[config.mk]
export PLATFORM = sky130hd
export DESIGN_NAME = ovsf_code_gen
export DESIGN_NICKNAME = d
export VERILOG_FILES = /design/src/rtl/ovsf_pkg.sv /design/src/rtl/ovsf_bitrev.sv /design/src/rtl/ovsf_chip_lane.sv /design/src/rtl/ovsf_seq_ctrl.sv /design/src/rtl/ovsf_code_gen.sv
export SDC_FILE = /design/constraint.sdc
export NUM_CORES = 1
export LEC_CHECK = 0
export CORE_UTILIZATION = 55
export CTS_CLUSTER_SIZE = 40
export DETAILED_ROUTE_END_ITERATION = 7
export GPL_ROUTABILITY_DRIVEN = 0
export PLACE_DENSITY = 0.81
export SETUP_SLACK_MARGIN = 0.02
export SYNTH_ARGS = -nofsm -noshare
export SYNTH_HDL_FRONTEND = slang
export SYNTH_SLANG_ARGS = --single-unit
export TNS_END_PERCENT = 50
[constraint.sdc]
create_clock -name clk -period 3.9 [get_ports clk]
set_clock_uncertainty 0.15 [all_clocks]
set_input_delay 0.78 -clock clk [delete_from_list [all_inputs] [get_ports clk]]
set_output_delay 0.78 -clock clk [all_outputs]
set_load 0.03 [all_outputs]
[src/rtl/ovsf_pkg.sv]
package ovsf_pkg;
    localparam int OVSF_MAX_LOG = 8;
    localparam int OVSF_MIN_LOG = 2;
    localparam int OVSF_WORD_W  = 32;

    typedef enum logic {
        MODE_SERIAL = 1'b0,
        MODE_WORD   = 1'b1
    } ovsf_mode_e;
endpackage

[src/rtl/ovsf_bitrev.sv]
module ovsf_bitrev #(
    parameter int W  = 8,
    parameter int LW = 4
) (
    input  logic [W-1:0]  idx,
    input  logic [LW-1:0] n,
    output logic [W-1:0]  rev
);
    logic [W-1:0] rev_full;
    logic [LW:0]  shamt;

    for (genvar i = 0; i < W; i++) begin : g_rev
        assign rev_full[i] = idx[W-1-i];
    end

    // Bit b of idx lands on W-1-b; shifting right by W-n puts it on n-1-b.
    assign shamt = (LW+1)'(W) - {1'b0, n};
    assign rev   = rev_full >> shamt;
endmodule

[src/rtl/ovsf_chip_lane.sv]
module ovsf_chip_lane #(
    parameter int W = 8
) (
    input  logic [W-1:0] cnt,
    input  logic [W-1:0] rev,
    output logic         chip
);
    assign chip = ^(cnt & rev);
endmodule

[src/rtl/ovsf_seq_ctrl.sv]
module ovsf_seq_ctrl #(
    parameter int W  = 8,
    parameter int LW = 4,
    parameter int MIN_LOG = 2
) (
    input  logic          clk,
    input  logic          rst_n,
    input  logic          en,
    input  logic          par_mode,
    input  logic          sym_start,
    input  logic [LW-1:0] n_in,
    input  logic [W-1:0]  rev_in,
    input  logic          ok_in,
    output logic [W-1:0]  cnt_q,
    output logic [W-1:0]  rev_q,
    output logic          vld_q,
    output logic          err_q
);
    typedef struct packed {
        logic [W-1:0]  cnt;
        logic [W-1:0]  rev;
        logic [LW-1:0] n;
        logic          active;
        logic          vld;
        logic          err;
    } seq_t;

    seq_t s_d, s_q;
    logic [W:0] last_w;
    logic       at_last;

    assign last_w  = ((W+1)'(1) << s_q.n) - (W+1)'(1);
    assign at_last = ({1'b0, s_q.cnt} == last_w);

    always_comb begin
        s_d = s_q;
        if (!en) begin
            s_d.vld = 1'b0;
        end else if (par_mode) begin
            s_d.active = 1'b0;
            s_d.vld    = 1'b0;
        end else if (sym_start) begin
            s_d.cnt    = '0;
            s_d.rev    = ok_in ? rev_in : '0;
            s_d.n      = ok_in ? n_in : LW'(MIN_LOG);
            s_d.err    = !ok_in;
            s_d.active = 1'b1;
            s_d.vld    = 1'b1;
        end else if (s_q.active) begin
            s_d.cnt = at_last ? '0 : s_q.cnt + W'(1);
            s_d.vld = 1'b1;
        end else begin
            s_d.vld = 1'b0;
        end
    end

    always_ff @(posedge clk or negedge rst_n) begin
        if (!rst_n) begin
            s_q   <= '0;
            s_q.n <= LW'(MIN_LOG);
        end else begin
            s_q <= s_d;
        end
    end

    assign cnt_q = s_q.cnt;
    assign rev_q = s_q.rev;
    assign vld_q = s_q.vld;
    assign err_q = s_q.err;

    // the counter returns to chip 0 after the last chip of a symbol
    p_wrap_r3: assert property (@(posedge clk) disable iff (!rst_n)
        (en && !par_mode && !sym_start && s_q.active && at_last) |=> (s_q.cnt == '0));

    // the counter steps by one inside a symbol
    p_step_r2: assert property (@(posedge clk) disable iff (!rst_n)
        (en && !par_mode && !sym_start && s_q.active && !at_last)
        |=> (s_q.cnt == $past(s_q.cnt) + W'(1)));

    // a disabled cycle holds the position and drops valid
    p_hold_r5: assert property (@(posedge clk) disable iff (!rst_n)
        !en |=> ($stable(s_q.cnt) && !s_q.vld));
endmodule

[src/rtl/ovsf_code_gen.sv]
module ovsf_code_gen
    import ovsf_pkg::*;
#(
    parameter int MAX_LOG_SF = OVSF_MAX_LOG,
    parameter int MIN_LOG_SF = OVSF_MIN_LOG,
    parameter int WORD_W     = OVSF_WORD_W,
    localparam int LOG_W     = $clog2(MAX_LOG_SF + 1)
) (
    input  logic                  clk,
    input  logic                  rst_n,
    input  logic                  en,
    input  logic                  sym_start,
    input  logic                  par_mode,
    input  logic [LOG_W-1:0]      sf_log2,
    input  logic [MAX_LOG_SF-1:0] code_idx,
    output logic                  chip_out,
    output logic                  chip_vld,
    output logic [WORD_W-1:0]     word_out,
    output logic                  word_vld,
    output logic                  sym_bound,
    output logic                  code_err
);
    localparam int WORD_LOG = $clog2(WORD_W);

    typedef struct packed {
        logic [WORD_W-1:0] word;
        logic              vld;
        logic              err;
    } wrd_t;

    ovsf_mode_e mode;
    logic [MAX_LOG_SF-1:0] rev_in, cnt_q, rev_q;
    logic [WORD_W-1:0]     lanes;
    logic ok_in, word_ok, s_vld, s_err, s_chip;
    wrd_t w_d, w_q;

    assign mode    = ovsf_mode_e'(par_mode);
    assign ok_in   = (sf_log2 >= LOG_W'(MIN_LOG_SF)) && (sf_log2 <= LOG_W'(MAX_LOG_SF))
                     && ((code_idx >> sf_log2) == '0);
    assign word_ok = ok_in && (sf_log2 <= LOG_W'(WORD_LOG));

    ovsf_bitrev #(.W(MAX_LOG_SF), .LW(LOG_W)) u_rev (
        .idx (code_idx),
        .n   (sf_log2),
        .rev (rev_in)
    );

    ovsf_seq_ctrl #(.W(MAX_LOG_SF), .LW(LOG_W), .MIN_LOG(MIN_LOG_SF)) u_seq (
        .clk       (clk),
        .rst_n     (rst_n),
        .en        (en),
        .par_mode  (mode == MODE_WORD),
        .sym_start (sym_start),
        .n_in      (sf_log2),
        .rev_in    (rev_in),
        .ok_in     (ok_in),
        .cnt_q     (cnt_q),
        .rev_q     (rev_q),
        .vld_q     (s_vld),
        .err_q     (s_err)
    );

    ovsf_chip_lane #(.W(MAX_LOG_SF)) u_ser_lane (
        .cnt  (cnt_q),
        .rev  (rev_q),
        .chip (s_chip)
    );

    for (genvar j = 0; j < WORD_W; j++) begin : g_lane
        ovsf_chip_lane #(.W(MAX_LOG_SF)) u_lane (
            .cnt  (MAX_LOG_SF'(j)),
            .rev  (rev_in),
            .chip (lanes[j])
        );
    end

    always_comb begin
        w_d     = w_q;
        w_d.vld = 1'b0;
        w_d.err = 1'b0;
        if (en && mode == MODE_WORD) begin
            w_d.vld  = 1'b1;
            w_d.err  = !word_ok;
            w_d.word = word_ok ? lanes : '0;
        end
    end

    always_ff @(posedge clk or negedge rst_n) begin
        if (!rst_n) w_q <= '0;
        else        w_q <= w_d;
    end

    assign chip_out  = s_vld & ~s_err & s_chip;
    assign chip_vld  = s_vld;
    assign word_out  = w_q.word;
    assign word_vld  = w_q.vld;
    assign sym_bound = (s_vld && cnt_q == '0) || w_q.vld;
    assign code_err  = (s_vld & s_err) | (w_q.vld & w_q.err);

    // the two modes never present output together
    p_mode_excl_r9: assert property (@(posedge clk) disable iff (!rst_n)
        !(chip_vld && word_vld));

    // a word-mode request yields a word in the next cycle
    p_word_lat_r6: assert property (@(posedge clk) disable iff (!rst_n)
        (en && par_mode) |=> (word_vld && sym_bound));

    // a flagged output carries only +1 chips
    p_err_zero_r7: assert property (@(posedge clk) disable iff (!rst_n)
        code_err |-> (!chip_out && (word_vld ? word_out == '0 : 1'b1)));

    // a strobe in serial mode starts a symbol one cycle later
    p_restart_r4: assert property (@(posedge clk) disable iff (!rst_n)
        (en && !par_mode && sym_start) |=> (chip_vld && sym_bound));
endmodule

==> metrics <==
Req. time, crit path=3.95 ns; Min-Delay Path Class=reg -> reg; Post-CTS Setup Inserts=0; placed insts=501; Worst VDD drop=0.1895 mV; Final Non-Filler Cells=509; max_slew headroom=43.45%; most area-hungry cell type in the Yosys netlist=dfrtp_1; clock root buffer=clkbuf_8; FF-to-FF path depth=10; launch point of the worst reg-to-reg path=u_seq.s_q[5]; GRT Resource Usage Total=23.45%; port bufs=52; Slew @ Worst Pin=0.8482 ns; kind of critical path=in -> reg; Max Buffers Root-to-Sink=2; number of global-route vias before repair=2774; Final Setup Violations=0; Hold Path Depth=2; CP max FO=8; share of cells above drive strength 1=9.491%; DR WL/cell=15.39 um; largest net degree at the start of global routing=40; Hold Fails Final Rpt=0; Reg clk slew, reported paths=0.10 ns; Pre-antenna DRT Iters=6; post-CTS sizing=0; Min-Delay Endpoint=word_out[14]; Starting Density=57.65%; TNS Setup=0 ns; status=complete, but fails checks; Worst Setup End Kind=flip-flop; Clock Latency Late Sink=0.31 ns; standard-cell rows=29; highest clock rate=287.5 MHz; synthesized net count=439; I/O pin count=54; Post-DP HPWL=5833 um; hold wc startpoint=word_out[14]; core area=0.006459 sq mm; clk sinks=56; total grt overflow=0; area grow syn2layout=11.90%; CTS Hold Bufs=0; EDFF count, synth=0; Die X=84.28 um; RSZ-0062 raised after global routing=false; Post-Syn Instances=415; initial antenna violation count=0; Reg2Reg Setup Slack=0.78 ns; Iter 0 DRT Violations=214; post-DR vias/cell=5.741; CP Data Arrival Time=3.53 ns; Die Area=0.007103 sq mm; Detail Route Antenna Nets=0; Cell variety after synth=60; sequential fraction of the synthesis area=37.67%; Startpoint Class=input pin; largest cells by area after synthesis=dfrtp_1 (37%), buf_4 (7.5%), nand2_1 (6.8%); failing checks=design-rule violations; Synth warnings=0; CTS buffer count=5; ys async rst share=100.0%; vias after detailed routing=2922; max_cap viols=0; most frequent cells in the layout=nand2_1 (67), dfrtp_1 (55), clkdlybuf4s50_1 (51); share of the synthesized area in the top cell type=36.96%; Synth Cell Area=0.003724 sq mm; pwr dens=314.3 mW/mm^2; CTS tree=built; Post-synth top flop=dfrtp_1; Slew Viols, Final=0; Residual DRC=7; Avg Cell Area, Syn=8.972 sq um; crit share post-route=89.19%; die extent in y=84.28 um; n_diodes=0; FF+latch count, synth=56; most common cell after layout, fill and taps aside=nand2_1; total wire length=7833 um; first-pass GRT wire length=13410 um; post-route minimum period=3.478 ns; nets@finish=455; Leak Pwr=0.001768 uW; H-tree lvl count=2; worst reg2reg endpoint=u_seq.cnt_q[5]
-- power by group --
| group | total [uW] | internal [uW] | leakage [uW] | switching [uW] |
|---|---|---|---|---|
| clock network | 337 | 146 | 0.0000516 | 191 |
| logic | 344 | 150 | 0.000951 | 194 |
| registers | 628 | 600 | 0.000765 | 28.6 |
-- synth_stat cells, drive strengths merged, types with 2 or more instances --
master and instances:
nand2 67, dfrtp 55, buf 43, o21ai 43, nor2 21, xnor2 19
xor2 19, a21oi 15, clkbuf 13, inv 13, mux2i 12, nor3 12
a22o 10, ha 7, mux2 5, nand2b 4, a211o 3, and3 3
nand3 3, nand3b 3, nor3b 3, nor4 3, nor4b 3, o22ai 3
a21o 2, a32o 2, mux4 2, nor2b 2, o211ai 2, o21a 2
o2bb2ai 2, o311ai 2, or3 2
-- metrics by stage --
step | setup WS (ns) | util [%] | power [uW] | hold WS (ns) | instance area [sq um]
global placement | 0.2211 | 63.02 | 972.2 | 0.3179 | 4070
CTS | 0.4355 | 64.51 | 1318 | 0.3460 | 4167
global route | 0.2205 | 64.51 | 1375 | 0.3745 | 4167
finish | 0.4218 | 64.51 | 1309 | 0.3371 | 4167
floorplan | 0.8214 | - | 888.0 | 0.3002 | 3724
detailed placement | 0.1010 | 63.02 | 981.3 | 0.3200 | 4070
-- sequential cells by signal, summed over array words and instances (netlist names) --
name         flops
u_seq.err_q      1
u_seq.vld_q      1
word_vld         1
word_out        31
u_seq.s_q        5
u_seq.cnt_q      8
u_seq.rev_q      8
w_q              1
-- metal layers --
layer | track usage (%) | vias up | wire length (um)
met3 | 3.048 | 10 | 405
met4 | 6.740 | 0 | 100
li1 | - | 1417 | -
met5 | 0 | - | 0
met2 | 37.93 | 75 | 3766
met1 | 33.25 | 1420 | 3560
-- critical path: stages --
cell,delay [ns]
clkdlybuf4s50_1,0.48
inv_1,0.10
ha_1,0.49
buf_4,0.22
mux2i_1,0.23
mux2i_1,0.12
a21oi_1,0.35
nor2_4,0.12
xor2_2,0.34
xor2_1,0.18
o21ai_0,0.09
-- cell type report --
cell class | count | area [sq um]
Clock inverter | 2 | 13.76
Inverter | 13 | 48.80
Timing Repair Buffer | 65 | 613.1
Multi-Input combinational cell | 290 | 1909
Sequential cell | 56 | 1403
Tap cell | 77 | 96.34
Fill cell | 546 | 2292
Clock buffer | 6 | 82.58
-- worst max path at each step --
| stage | endpoint | cells past startpoint | startpoint |
|---|---|---|---|
| final | word_out[13] | 11 | sf_log2[1] |
| after global routing | word_out[31] | 11 | sf_log2[1] |
| after CTS | word_out[13] | 11 | sf_log2[1] |
| after global placement | word_out[21] | 10 | sf_log2[1] |
| after floorplan | word_out[22] | 10 | sf_log2[0] |
| after detailed placement | word_out[21] | 10 | sf_log2[1] |
-- cells by family (layout without fill, tap and decap cells) --
family                     after synthesis  in the layout  synth area share [%]
and+or+nand+nor                        130            130                 16.40
AOI/OAI and AO/OA                       95             95                 17.04
buffers and inverters                   69             86                 11.06
DFF                                     56             56                 37.67
xor gates and xnor gates                38             38                 9.341
muxes                                   19             19                 6.048
adders and majority gates                7              7                 2.352
other                                    1              1                0.1007
(Power assumes the default switching activity.)
